==> config.mk <==
export PLATFORM = sky130hd
export DESIGN_NAME = bsb_pingpong
export DESIGN_NICKNAME = d
export VERILOG_FILES = /design/src/rtl/bsb_pkg.sv /design/src/rtl/bsb_route.sv /design/src/rtl/bsb_xfer.sv /design/src/rtl/bsb_seq.sv /design/src/rtl/bsb_pingpong.sv
export SDC_FILE = /design/constraint.sdc
export NUM_CORES = 1
export LEC_CHECK = 0
export ABC_AREA = 1
export BUFFER_PORTS_ARGS = -buffer_cell sky130_fd_sc_hd__buf_2
export CORE_MARGIN = 1
export CORE_UTILIZATION = 54
export CTS_CLUSTER_SIZE = 8
export DETAILED_ROUTE_END_ITERATION = 6
export PLACE_DENSITY = 0.84
export SYNTH_ARGS = -nofsm -noshare
export SYNTH_HDL_FRONTEND = slang
export SYNTH_SLANG_ARGS = --single-unit
==> constraint.sdc <==
create_clock -name clk -period 3.45 [get_ports clk]
set_input_delay 0.5175 -clock clk [delete_from_list [all_inputs] [get_ports clk]]
set_output_delay 0.5175 -clock clk [all_outputs]
set_load 0.05 [all_outputs]
==> src/rtl/bsb_pkg.sv <==
package bsb_pkg;

    localparam int MODE_W = 3;
    localparam int SIZE_W = 2;
    localparam int SEL_W  = 2;

    typedef enum logic [SEL_W-1:0] {
        RT_COPR  = 2'd0,
        RT_DMA   = 2'd1,
        RT_CODER = 2'd2
    } route_e;

    localparam logic [MODE_W-1:0] MODE_ENC = 3'd5;
    localparam logic [MODE_W-1:0] MODE_DEC = 3'd6;

    function automatic logic is_auto(input logic [MODE_W-1:0] m);
        return (m == MODE_ENC) || (m == MODE_DEC);
    endfunction

endpackage

==> src/rtl/bsb_route.sv <==
module bsb_route
    import bsb_pkg::*;
(
    input  logic [MODE_W-1:0]           mode_i,
    input  logic                        cb_i,
    output logic [1:0][SEL_W-1:0]       sel_o
);

    for (genvar b = 0; b < 2; b++) begin : g_bank
        localparam logic ME = 1'(b);
        route_e r;

        always_comb begin
            case (mode_i)
                3'd1:    r = RT_DMA;
                3'd2:    r = RT_CODER;
                3'd3:    r = ME ? RT_CODER : RT_DMA;
                3'd4:    r = ME ? RT_DMA : RT_CODER;
                3'd5,
                3'd6:    r = (cb_i == ME) ? RT_CODER : RT_DMA;
                default: r = RT_COPR;
            endcase
        end

        assign sel_o[b] = r;
    end

endmodule

==> src/rtl/bsb_xfer.sv <==
module bsb_xfer
    import bsb_pkg::*;
#(
    parameter int BANK_BYTES = 2048
) (
    input  logic                 clk,
    input  logic                 rst_n,
    input  logic                 clear_i,
    input  logic                 start_i,
    input  logic [SIZE_W-1:0]    size_i,
    input  logic                 done_i,
    output logic                 work_o,
    output logic                 fin_o,
    output logic                 req_o,
    output logic [$clog2(BANK_BYTES):0] bytes_o
);

    localparam int CNT_W   = 2 ** SIZE_W;
    localparam int BYTES_W = $clog2(BANK_BYTES) + 1;

    typedef struct packed {
        logic              work;
        logic              gap;
        logic [CNT_W-1:0]  left;
        logic [SIZE_W-1:0] size;
    } xfer_t;

    xfer_t xfer_d, xfer_q;
    logic  take;

    assign take  = xfer_q.work && !xfer_q.gap && done_i;
    assign fin_o = take && (xfer_q.left == CNT_W'(1));

    always_comb begin
        xfer_d = xfer_q;
        if (start_i) begin
            xfer_d.work = 1'b1;
            xfer_d.gap  = 1'b0;
            xfer_d.left = CNT_W'(1) << size_i;
            xfer_d.size = size_i;
        end else if (clear_i) begin
            xfer_d = '0;
        end else begin
            xfer_d.gap = 1'b0;
            if (fin_o) begin
                xfer_d.work = 1'b0;
            end else if (take) begin
                xfer_d.left = xfer_q.left - CNT_W'(1);
                xfer_d.gap  = 1'b1;
            end
        end
    end

    always_ff @(posedge clk or negedge rst_n) begin
        if (!rst_n) xfer_q <= '0;
        else        xfer_q <= xfer_d;
    end

    assign work_o  = xfer_q.work;
    assign req_o   = xfer_q.work && !xfer_q.gap;
    assign bytes_o = xfer_q.work ? (BYTES_W'(BANK_BYTES) >> xfer_q.size) : '0;

endmodule

==> src/rtl/bsb_seq.sv <==
module bsb_seq
    import bsb_pkg::*;
(
    input  logic               clk,
    input  logic               rst_n,
    input  logic [MODE_W-1:0]  mode_i,
    input  logic               coder_full_i,
    input  logic               coder_empty_i,
    input  logic               coder_last_i,
    input  logic               xfer_work_i,
    input  logic               xfer_fin_i,
    output logic [MODE_W-1:0]  mode_o,
    output logic               cb_o,
    output logic               busy_o,
    output logic               start_o,
    output logic               clear_o
);

    typedef struct packed {
        logic [MODE_W-1:0] mode;
        logic              cb;
        logic              hand;
        logic              ending;
        logic              busy;
    } seq_t;

    seq_t seq_d, seq_q;
    logic chg, enc, run, ev, hand_a, end_a, dma_idle;

    always_comb begin
        seq_d    = seq_q;
        seq_d.mode = mode_i;
        start_o  = 1'b0;
        clear_o  = 1'b0;
        chg      = (mode_i != seq_q.mode);
        enc      = (seq_q.mode == MODE_ENC);
        run      = !chg && is_auto(seq_q.mode) && seq_q.busy;
        ev       = enc ? (coder_full_i | coder_last_i) : coder_empty_i;
        hand_a   = seq_q.hand | (run && !seq_q.ending && ev);
        end_a    = seq_q.ending | (run && enc && coder_last_i);
        dma_idle = !xfer_work_i || xfer_fin_i;

        if (chg) begin
            clear_o      = 1'b1;
            seq_d.cb     = 1'b0;
            seq_d.hand   = 1'b0;
            seq_d.ending = 1'b0;
            seq_d.busy   = is_auto(mode_i);
            if (mode_i == MODE_DEC) begin
                seq_d.cb   = 1'b1;
                seq_d.hand = 1'b1;
                start_o    = 1'b1;
            end
        end else if (run) begin
            seq_d.hand   = hand_a;
            seq_d.ending = end_a;
            if (hand_a && dma_idle) begin
                seq_d.cb   = ~seq_q.cb;
                seq_d.hand = 1'b0;
                start_o    = 1'b1;
            end else if (enc && end_a && !hand_a && dma_idle) begin
                seq_d.busy = 1'b0;
            end
        end
    end

    always_ff @(posedge clk or negedge rst_n) begin
        if (!rst_n) seq_q <= '0;
        else        seq_q <= seq_d;
    end

    assign mode_o = seq_q.mode;
    assign cb_o   = seq_q.cb;
    assign busy_o = seq_q.busy;

endmodule

==> src/rtl/bsb_pingpong.sv <==
module bsb_pingpong
    import bsb_pkg::*;
#(
    parameter int BANK_BYTES = 2048,
    parameter int NUM_CHAN   = 4
) (
    input  logic                          clk,
    input  logic                          rst_n,
    input  logic [2:0]                    mode_i,
    input  logic [1:0]                    xfer_size_i,
    input  logic [$clog2(NUM_CHAN)-1:0]   sync_chan_i,
    input  logic                          coder_full_i,
    input  logic                          coder_empty_i,
    input  logic                          coder_last_i,
    input  logic                          dma_done_i,
    output logic [1:0]                    bank0_sel_o,
    output logic [1:0]                    bank1_sel_o,
    output logic [NUM_CHAN-1:0]           dma_req_o,
    output logic                          dma_bank_o,
    output logic [$clog2(BANK_BYTES):0]   dma_bytes_o,
    output logic                          busy_o
);

    localparam int CH_W    = $clog2(NUM_CHAN);
    localparam int BYTES_W = $clog2(BANK_BYTES) + 1;

    logic [MODE_W-1:0]     mode_q;
    logic                  cb;
    logic                  start;
    logic                  clear;
    logic                  xfer_work;
    logic                  xfer_fin;
    logic                  req_on;
    logic [1:0][SEL_W-1:0] sel;

    bsb_seq u_seq (
        .clk          (clk),
        .rst_n        (rst_n),
        .mode_i       (mode_i),
        .coder_full_i (coder_full_i),
        .coder_empty_i(coder_empty_i),
        .coder_last_i (coder_last_i),
        .xfer_work_i  (xfer_work),
        .xfer_fin_i   (xfer_fin),
        .mode_o       (mode_q),
        .cb_o         (cb),
        .busy_o       (busy_o),
        .start_o      (start),
        .clear_o      (clear)
    );

    bsb_xfer #(.BANK_BYTES(BANK_BYTES)) u_xfer (
        .clk     (clk),
        .rst_n   (rst_n),
        .clear_i (clear),
        .start_i (start),
        .size_i  (xfer_size_i),
        .done_i  (dma_done_i),
        .work_o  (xfer_work),
        .fin_o   (xfer_fin),
        .req_o   (req_on),
        .bytes_o (dma_bytes_o)
    );

    bsb_route u_route (
        .mode_i (mode_q),
        .cb_i   (cb),
        .sel_o  (sel)
    );

    assign bank0_sel_o = sel[0];
    assign bank1_sel_o = sel[1];
    assign dma_bank_o  = is_auto(mode_q) ? ~cb : 1'b0;

    for (genvar c = 0; c < NUM_CHAN; c++) begin : g_req
        assign dma_req_o[c] = req_on && (sync_chan_i == CH_W'(c));
    end

endmodule

; ---- Word-level counts from Yosys, hierarchy flattened
; Index checks and enable logic that the tools add are counted.
[word_totals]
latchBits = 0
wordCells = 95
input_bits = 13
ramBits = 0
register_bits = 15
romBits = 0
n_memories = 0
output_inout_bits = 22
[classes]
n_mul = 0
eq_ne = 15
magnitude_cmp = 0
mux = 24
bitwise = 4
n_addsub = 1
reduce_logical = 40
n_div = 0
n_shift = 2
[op_table]
columns = operator, n
row1 = logical AND 1 bit, 17
row2 = == test 3 bit (second input constant), 5
row3 = 2-to-1 mux 12 bit, 1
row4 = case mux 2 bit (3 select lines), 2
row5 = right shift 12 x 2 -> 12 bit (first input constant), 1
row6 = 2-to-1 mux 1 bit, 10
row7 = 2-to-1 mux 2 bit, 5
row8 = 2-to-1 mux 5 bit, 2
row9 = OR reduction 2 bit, 5
row10 = 2-to-1 mux 4 bit, 2
row11 = 2-to-1 mux 8 bit, 1
row12 = nonzero test 2 bit, 4
row13 = == test 3 x 2 -> 1 bit (second input constant), 2
row14 = 2-to-1 mux 6 bit, 1
row15 = nonzero test 3 bit, 2
row16 = logical NOT 1 bit, 5
row17 = == test 2 bit (second input constant), 2
row18 = == test 4 x 1 -> 1 bit (second input constant), 1
row19 = AND reduction 2 bit, 2
row20 = << shifter 1 x 2 -> 4 bit (first input constant), 1
row21 = subtractor 4 x 1 -> 4 bit (second input constant), 1
row22 = == test 3 x 1 -> 1 bit (second input constant), 1
row23 = logical OR 1 bit, 3
row24 = != test 3 bit, 1
row25 = 7 further kinds, 9

; ---- Longest topological paths before layout
; Gate-level depths: netlist of run 1.
[logic_depth]
depth_word = 14
ltp_mapped = 11
mapped_depth_nobuf = 11

; ---- Hierarchy
; From an unflattened synthesis of run 1, not the netlist that was laid out.
[unflattened]
cells_unflattened = 183
hier_area_um2 = 1172.4
[by_module_without_submodules]
columns = mod, area_each_um2, cells_per_inst, seq_area_each_um2, n_inst
row1 = bsb_xfer, 588.1, 84, 200.2, 1
row2 = bsb_seq, 459.2, 69, 175.2, 1
row3 = bsb_route, 68.8, 18, 0.0, 1
row4 = bsb_pingpong, 56.3, 12, 0.0, 1

; ---- Worst setup path after synthesis of run 1
; No wires, ideal clock.
[synth_path]
path_kind = flip-flop to output port
startpoint = register u_seq.seq_q, in the netlist u_seq.mode_o[0]
endpoint = output bank0_sel_o[1]
required_time_ps = 2932
path_stages_with_launch = 8
arrival_time_ps = 1709
slack_ps = 1223
n_path_buf = 0
path_cell_list = dfrtp_1 inv_1 nand2_1 o21ai_2 nand2_1 inv_1 nor2_1 o21ai_0
[synth_via]
elab_chain_len = 3
elab_cells_between_ends = 10
classes_between = eq/ne: 6 / mux: 1 / reduce/logical: 3
[synth_rtl]
columns = item, line_no
row1 = from (decl), bsb_seq.sv:27  ; seq_t seq_d, seq_q;
row2 = from (signal assigned), bsb_seq.sv:69  ; else seq_q <= seq_d;
row3 = "== test 3 bit, or another cell as far along", bsb_route.sv:14  ; case (mode_i)
row4 = OR reduction 2 bit (on tied branches), n/a
row5 = case mux 2 bit (3 select lines) *, bsb_route.sv:14
row6 = to (decl), bsb_pingpong.sv:16  ; output logic [1:0] bank0_sel_o,
; Every way passes the cells marked *; elsewhere a longest branch is shown, timed or not.

; ---- Final worst setup path of run 1
; Ends and elaborated chain as after synthesis.

==> flow_metrics.tcl, run 1 <==
set metrics [dict create \
    outcome "finished clean" \
    nets 194 \
    critical-path-top-delay-family "buffers and inverters" \
    worstHoldPathType "primary input to async pin" \
    routed_wl_um 2310 \
    layout_common_cells "nand2_1 (38), buf_2 (26), inv_1 (19), dfrtp_1 (15)" \
    dp_hpwl_um 1860 \
    slew_viol_final 0 \
    track_usage 0.227 \
    dr.pass1.iters 4 \
    antenna_cells 0 \
    grt_pass1_wl_um 3530 \
    max_cap_viol_count 0 \
    htree_levels 1 \
    clockRootBuffer "clkbuf_4" \
    fin_crit_sh 0.627 \
    drtIter0Drc 45 \
    netlist_instances 151 \
    grt_max_degree 16 \
    via_per_inst 5.03 \
    numCtsBuffers 3 \
    rsz0062_at_grt "false" \
    die_x_um 47.5 \
    dieHeight_um 47.5 \
    antenna_found_initial 0 \
    clock_sinks 15 \
    place.gp.congestion 0.866 \
    cp_slowest_cell "dfrtp_1" \
    cts_tree "yes" \
    utilization 0.642 \
    avgRoutedWirePerCell_um 11.2 \
    cp_max_fo 4 \
    yosysTopAreaCell "dfrtp_1" \
    postSynthAreaPerCell_um2 7.40 \
    path_buf_inv 3 \
    worstSetupStartpointType "flop" \
    initial_core_util 0.570 \
    cts-hold-fix-buffers 0 \
    timing.setup.tns_ns 0 \
    grt_pass1_vias 831 \
    fmax_mhz 462 \
    path_clk_slew_ns 0.11 \
    insertion_delay_ns 0.29 \
    ios 35 \
    clk_path_buf_depth 2 \
    dieArea_mm2 0.00225 \
    fillerInstances 196 \
    fin_crit_ns 2.16 \
    ys_ff_latch 15 \
    skew_ns 0.00844 \
    overflow 0 \
    cts_setup_buffers 0 \
    p_total_uw 437 \
    ir_drop_mv 0.214 \
    critical_path_class "flop to primary output" \
    setup_viol 0 \
    yosysSeqAreaShare 0.336 \
    whs_ns 0.108 \
    cp.required_ns 2.93 \
    num_rows 16 \
    port_buffers 26 \
    power.density_mw_per_mm2 347 \
    drc 0 \
    cts-resized-gates 0 \
    cp.arrival_ns 1.65 \
    synth_top_cell_area_share 0.336 \
    core_area_mm2 0.00196 \
    hold_viol 0 \
    ys_warn_count 0 \
    syn_to_final_growth_pct 12.7 \
    worstReg2RegStart "u_xfer.xfer_q[3]" \
    drive_gt1_frac 0.253 \
    startpoint "u_seq.mode_o[0]" \
    synth.area.top_cells "dfrtp_1 (34%), nand2_1 (13%), inv_1 (6.4%)" \
    dr_total_vias 1032 \
    leakage_uw 0.000696 \
    detail-route-antenna-nets 0 \
    crit_path_end_kind "primary output" \
    crit_chain "inv_1 > nand2_1 > o21ai_2 > nand2_1 > inv_1 > nor2_1 > o21ai_0 > buf_2" \
    final_common_cell "nand2_1" \
    synth_cell_types 30 \
    slowest_delay_ns 0.44 \
    synth.cell_area_mm2 0.00112 \
]
-- logic make-up (layout without fill, tap and decap cells) --
family / Yosys count / in the layout / synth area share
and+or+nand+nor: 85 / 85 / 0.389
buffers and inverters: 33 / 53 / 0.146
DFF: 15 / 15 / 0.336
AOI/OAI and AO/OA: 11 / 11 / 0.0728
xor gates and xnor gates: 4 / 4 / 0.0314
adders and majority gates: 2 / 2 / 0.0224
other: 1 / 8 / 0.00336
-- metal layers --
metal / up-vias / GRT usage / part of all wire / wire length, µm
li1: 524 / - / - / -
met2: 25 / 0.348 / 0.50 / 1150
met1: 481 / 0.327 / 0.46 / 1070
met5: - / 0 / 0 / 0
met4: 0 / 0.0400 / 0.0043 / 10
met3: 2 / 0.0566 / 0.036 / 84
-- synthesized netlist by cell type, drive strengths merged --
master	instances
o21ai	7
nand4	7
ha	2
xor2	1
nand3	14
or2	2
dfrtp	15
nand2	40
nor2	9
buf	10
xnor2	3
a21oi	1
conb	1
nor3	12
inv	23
o31a	1
o211ai	2
nor3b	1
-- metrics by stage --
stage	cell area (µm²)	setup WS [ns]	std cells
after global placement	1230	1.62	201
after global routing	1260	1.13	205
final	1260	1.29	205
after floorplan	1140	1.22	158
after detailed placement	1230	1.55	201
after CTS	1260	1.29	205
-- path summary, 6_finish.rpt --
path	endpoint	slack, ns	cells past startpoint
worst max-delay path	bank0_sel_o[1]	1.29	8
worst min-delay path	u_xfer.xfer_q[0]	0.11	1
worst max register to register	u_xfer.xfer_q[3]	1.48	10
worst min register to register	u_seq.seq_q[1]	0.55	2
max in group asynchronous	u_seq.mode_o[0]	3.08	1
min in group clk	u_seq.mode_o[0]	0.39	1
-- registers in the layout, summed over array words and instances, names as in the netlist --
| name | flops |
|---|---|
| u_seq.busy_o | 1 |
| u_seq.cb_o | 1 |
| u_seq.mode_o | 3 |
| u_seq.seq_q | 2 |
| u_xfer.work_o | 1 |
| u_xfer.xfer_q | 7 |
-- where the power goes --
part           internal (µW)  switching [µW]  leakage (µW)  total, µW
Clock                   43.0            63.7     0.0000177        107
Combinational           33.1             101      0.000481        134
Sequential               185            11.6      0.000198        197
-- cell type report --
type                            instances  area (µm²)  share of cell area
Multi-Input combinational cell        110         606               0.481
Sequential cell                        15         375               0.298
Timing Repair Buffer                   26         130               0.103
Inverter                               23        86.3              0.0686
Tap cell                               27        33.8              0.0268
Clock buffer                            3        22.5              0.0179
Clock inverter                          1        5.00             0.00398
Power figures use the tool's default switching activity.
==> run 2: changes to the inputs <==
ABC_AREA = 0   (was 1)
CORE_UTILIZATION = 50   (was 54)
PLACE_DENSITY = 0.79   (was 0.84)
clock period = 2 ns   (was 3.45 ns; I/O delays follow)
==> run 2 against run 1 <==
Net effect:
- clock skew decreased by 0.0080 ns
- setup slack got worse by 1.2 ns
- sequential power is 74% higher
- synthesized cell count fell by 19%
- cell count shrank 13%
- worst hold slack improved by 0.065 ns
- sequential share of layout area down 0.99 points
- global-route usage down 1.5 points
- sequential cell count did not move
- combinational power rose by 77%
- non-clock buffer count rose by 4
- final area up 3.8%
- largest power group unchanged
==> flow_metrics.tcl, run 2 <==
set metrics [dict create \
    r2r-end "u_xfer.xfer_q[5]" \
    fin_ws_ns 0.0855 \
    placed_cell_area_mm2 0.00122 \
    power.density_mw_per_mm2 576 \
    cp.required_ns 2.20 \
    nets 167 \
    fmax_mhz 522 \
    rsz0062_at_grt "true" \
    via_per_inst 5.67 \
    drc 0 \
    insertion_delay_ns 0.28 \
    synth_cell_types 49 \
    htree_levels 1 \
    ios 35 \
    grt_max_degree 16 \
    dr_total_vias 1009 \
    reg2reg_depth 8 \
    fin_crit_ns 1.91 \
    dp_hpwl_um 1720 \
    syn_to_final_growth_pct 18.4 \
    layout_common_cells "buf_2 (26), dfrtp_1 (14), o21ai_0 (10), nor2_1 (9), conb_1 (8)" \
    startpoint "u_xfer.xfer_q[3]" \
    top_register "u_xfer.xfer_q" \
    async_reset_ff_frac 1.00 \
    fillerInstances 155 \
    ys_ff_latch 15 \
    crit_path_end_kind "flop" \
    max_cap_viol_count 0 \
    cp.arrival_ns 2.11 \
    track_usage 0.211 \
    clk_path_buf_depth 2 \
    netlist_instances 123 \
    dieHeight_um 49.0 \
    core_area_mm2 0.00202 \
    die_x_um 49.0 \
    clock_sinks 15 \
    ir_drop_mv 0.373 \
    outcome "finished clean" \
    place.gp.congestion 0.849 \
    initial_core_util 0.546 \
    synth.area.top_cells "dfrtp_1 (34%), buf_4 (6.1%), o21ai_0 (4.5%)" \
    detail-route-antenna-nets 0 \
    drtIter0Drc 22 \
    synth.cell_area_mm2 0.00110 \
    cp_max_fo 6 \
    p_total_uw 752 \
    ys_warn_count 0 \
    grt_pass1_vias 891 \
    fin_crit_sh 0.957 \
    synth_ff_type "dfrtp_1" \
    rrSetupSlack_ns 0.09 \
    pre_cts_ws_ns 0.00149 \
    final_cell_area_mm2 0.00131 \
    yosysSeqAreaShare 0.340 \
    drive_gt1_frac 0.318 \
    dr.pass1.iters 4 \
    worstSetupStartpointType "flop" \
    leakage_uw 0.000628 \
    grt_pass1_wl_um 3950 \
    endpoint "u_xfer.xfer_q[5]" \
    worstHoldPathType "primary input to flop" \
    synth.most_common_cell "dfrtp_1" \
    hold_viol 0 \
    cts_tree "yes" \
    postSynthAreaPerCell_um2 8.97 \
    num_rows 16 \
    synth_edf_count 0 \
    ys_top_cells_by_count "dfrtp_1 (15), o21ai_0 (10), buf_4 (9), nor2_1 (9), nand2_1 (7)" \
    yosysTopAreaCell "dfrtp_1" \
    worstReg2RegStart "u_xfer.xfer_q[3]" \
    synth_top_cell_area_share 0.340 \
    routed_wl_um 2420 \
    antenna_found_initial 0 \
    avgRoutedWirePerCell_um 13.6 \
    path_clk_slew_ns 0.08 \
    skew_ns 0.000481 \
    overflow 0 \
    critical_path_class "flop to flop" \
    antenna_cells 0 \
    dieArea_mm2 0.00240 \
    setup_viol 0 \
    clockRootBuffer "clkbuf_4" \
    largest_reg_flops 7 \
    slew_viol_final 0 \
    final_common_cell "buf_2" \
    numCtsBuffers 3 \
    port_buffers 26 \
]
[run 2: changes by cell type in the layout (fill, tap and decap cells not counted), sizes merged, moves of 3 or more]
cell,change
a21oi,+4
nand4,-5
o21ai,+5
nor2b,+3
xor2,+3
buf,+3
inv,-18
xnor2,-3
a22o,+3
nand3,-11
nand2,-33
nor3,-7
[run 2: kinds of logic (layout without fill, tap and decap cells)]
group / after synthesis / after routing / share of synthesized area
compound gates: 37 / 37 / 0.252
fa+ha+maj: 2 / 2 / 0.0227
xor+xnor: 4 / 4 / 0.0317
other cells: 1 / 8 / 0.00340
buf+inv: 18 / 39 / 0.0998
mux: 2 / 2 / 0.0181
simple gates: 44 / 44 / 0.232
flops: 15 / 15 / 0.340
[run 2: repair_timing]
action	CTS	global route
gates resized for setup	1	9
endpoints found under the hold margin	15	0
pin swaps	1	6
buffers inserted	1	0
endpoints found under the setup margin	3	7
gates cloned	0	0
hold buffers	1	0
[run 2: worst min path at each step]
stage / start / endpoint / slack, ns / cells after the start
detailed placement: rst_n / u_xfer.xfer_q[4] / 0.22 / 1
CTS: mode_i[2] / u_seq.mode_o[2] / 0.16 / 1
floorplan: rst_n / u_seq.busy_o / 0.004 / 0
global route: mode_i[2] / u_seq.mode_o[2] / 0.16 / 1
global placement: rst_n / u_xfer.xfer_q[3] / 0.22 / 1
finish: mode_i[2] / u_seq.mode_o[2] / 0.17 / 1
[run 2: report_power, final]
part | internal (µW) | total [µW] | switching [µW] | leakage, µW
Clock | 77.5 | 171 | 94.0 | 0.0000150
Sequential | 319 | 343 | 23.9 | 0.000197
Combinational | 70.0 | 237 | 167 | 0.000416
[run 2: routing by layer]
metal  track usage  up-vias  share of wire
met2         0.343       44           0.47
met3        0.0530        2          0.063
met1         0.278      477           0.46
met5             0        -              0
met4        0.0588        0         0.0054
li1              -      486              -
[run 2: area by class of cell]
class	count	area, µm²	area share
repair buffers	30	163	0.125
flip-flops and latches	15	377	0.288
multi-input cells	97	688	0.527
inverters	5	18.8	0.0144
clock buffers	4	26.3	0.0201
well taps	27	33.8	0.0259
[run 2: per-stage QoR]
stage	TNS (ns)	utilization	hold WS, ns	std cells
3_5_place_dp	0	0.605	0.223	172
5_1_grt	-0.0325	0.646	0.161	178
4_1_cts	0	0.627	0.162	178
6_report	0	0.646	0.172	178
3_3_place_gp	0	0.605	0.222	172
2_1_floorplan	0	-	0.00441	130
[run 2: critical path, stage by stage (launching register included)]
cell      delay [ns]
dfrtp_1         0.41
inv_2           0.09
ha_4            0.12
or3b_4          0.40
o21ai_4         0.15
o211ai_4        0.11
o21ai_4         0.23
a32oi_1         0.13
nor3_1          0.19
==> run 3: changes to the inputs <==
ABC_AREA = 1   (was 0)
BUFFER_PORTS_ARGS = -buffer_cell sky130_fd_sc_hd__buf_4   (was -buffer_cell sky130_fd_sc_hd__buf_2)
PLACE_DENSITY = 0.78   (was 0.79)
==> run 3 against run 2 <==
Net effect:
- sequential cell count stayed put
- fmax increased by 0.51%
- register-to-register slack improved by 0.14 ns
- worst hold slack worse by 0.033 ns
- critical path type is now flop to primary output
- largest cell class unchanged
==> flow_metrics.tcl, run 3 (synthesized netlist as in run 1, its figures left out) <==
set metrics [dict create \
    dieArea_mm2 0.00243 \
    drive_gt1_frac 0.257 \
    power.density_mw_per_mm2 577 \
    drc 0 \
    slew_viol_final 0 \
    grt_pass1_wl_um 4050 \
    final_common_cell "nand2_1" \
    crit_path_end_kind "primary output" \
    htree_levels 1 \
    largest_reg_flops 7 \
    max_cap_viol_count 0 \
    rrSetupSlack_ns 0.23 \
    critical_path_class "flop to primary output" \
    timing.setup.tns_ns 0 \
    place.gp.congestion 0.910 \
    avgRoutedWirePerCell_um 12.1 \
    clockRootBuffer "clkbuf_4" \
    p_total_uw 775 \
    multi_input_area_um2 611 \
    dr.pass1.iters 4 \
    fillerInstances 178 \
    regArea_um2 375 \
    slowest_delay_ns 0.43 \
    core_area_mm2 0.00202 \
    placed_cell_area_mm2 0.00130 \
    final_cell_area_mm2 0.00134 \
    skew_ns 0.00189 \
    worstReg2RegStart "u_seq.mode_o[2]" \
    worstSetupStartpointType "flop" \
    port_buffers 26 \
    grt_pass1_vias 951 \
    track_usage 0.216 \
    dr_total_vias 1099 \
    cp_slowest_cell "dfrtp_1" \
    holdPathStages 1 \
    num_rows 16 \
    insertion_delay_ns 0.29 \
    hold_viol 0 \
    rsz0062_at_grt "false" \
    nets 195 \
    cts_setup_buffers 0 \
    dp_hpwl_um 1960 \
    ios 35 \
    top_register "u_xfer.xfer_q" \
    dieHeight_um 49.3 \
    overflow 0 \
    fin_crit_ns 1.90 \
    fin_crit_sh 0.952 \
    fmax_mhz 525 \
    cts_tree "yes" \
    clk_path_buf_depth 2 \
    hp-start "mode_i[0]" \
    cp.required_ns 1.70 \
    setup_viol 0 \
    syn_to_final_growth_pct 20.2 \
    cp.arrival_ns 1.60 \
    cp_max_fo 4 \
    worstHoldPathType "primary input to flop" \
    grt_max_degree 16 \
    reg2reg_depth 8 \
    detail-route-antenna-nets 0 \
    numCtsBuffers 3 \
    clock_sinks 15 \
    crit_chain "inv_1 > nand2_1 > o21ai_2 > nand2_1 > inv_1 > nor2_1 > o21ai_1 > buf_6" \
    whs_endpoint "u_seq.mode_o[0]" \
    antenna_found_initial 0 \
    leakage_uw 0.000718 \
    drtIter0Drc 45 \
    path_clk_slew_ns 0.09 \
    routed_wl_um 2480 \
    via_per_inst 5.33 \
    r2r-end "u_xfer.xfer_q[2]" \
    ir_drop_mv 0.334 \
    initial_core_util 0.553 \
    die_x_um 49.3 \
    antenna_cells 0 \
    layout_common_cells "nand2_1 (38), buf_4 (25), inv_1 (19), dfrtp_1 (15)" \
    outcome "finished clean" \
]
[run 3: worst max-delay path by stage]
stage	from	end	slack, ns	cells after the start
finish	u_seq.mode_o[0]	bank0_sel_o[1]	0.1	8
global route	u_seq.mode_o[0]	bank0_sel_o[1]	0.004	8
CTS	u_seq.mode_o[0]	bank0_sel_o[1]	0.08	8
detailed placement	u_xfer.xfer_q[3]	u_xfer.xfer_q[2]	0.19	10
global placement	u_xfer.xfer_q[3]	u_xfer.xfer_q[2]	0.29	10
floorplan	u_seq.mode_o[0]	bank0_sel_o[1]	0.02	7
[run 3: critical path: cells and delay by family, from the launching register on]
kind	cells	cell delay, ns
buf+inv	3	0.38
compound gates	2	0.30
simple gates	3	0.21
flops	1	0.43
[run 3: power breakdown]
group	switching [µW]	total [µW]	leakage, µW	internal, µW
Sequential	20.0	339	0.000198	319
Clock	109	183	0.0000177	74.5
Combinational	177	253	0.000503	75.3
Total	306	775	0.000718	469
[run 3: layout make-up]
type                            count  share of cell area
Clock inverter                      1             0.00373
Tap cell                           27              0.0252
Timing Repair Buffer               27               0.156
Clock buffer                        3              0.0168
Multi-Input combinational cell    110               0.455
Inverter                           23              0.0643
Sequential cell                    15               0.280
[run 3: per-stage QoR]
stage / utilization / cells / setup slack (ns) / hold slack [ns]
2_1_floorplan: - / 158 / 0.0174 / 0.00441
3_3_place_gp: 0.641 / 201 / 0.285 / 0.163
3_5_place_dp: 0.641 / 201 / 0.193 / 0.167
4_1_cts: 0.660 / 206 / 0.0845 / 0.138
5_1_grt: 0.664 / 206 / 0.00378 / 0.139
6_report: 0.664 / 206 / 0.0952 / 0.139
[run 3: timing repair]
action                                  4_1_cts  5_1_grt
endpoints found under the setup margin        0        5
hold buffers                                  1        0
hold endpoints to repair                     15        0
gates resized for setup                       0        2
[run 3: layer usage]
metal | share of wire | global-route usage | routed length (µm)
met1 | 0.41 | 0.268 | 1020
met5 | 0 | 0 | 0
met4 | 0.023 | 0.0735 | 56
met2 | 0.50 | 0.377 | 1230
met3 | 0.069 | 0.0312 | 172
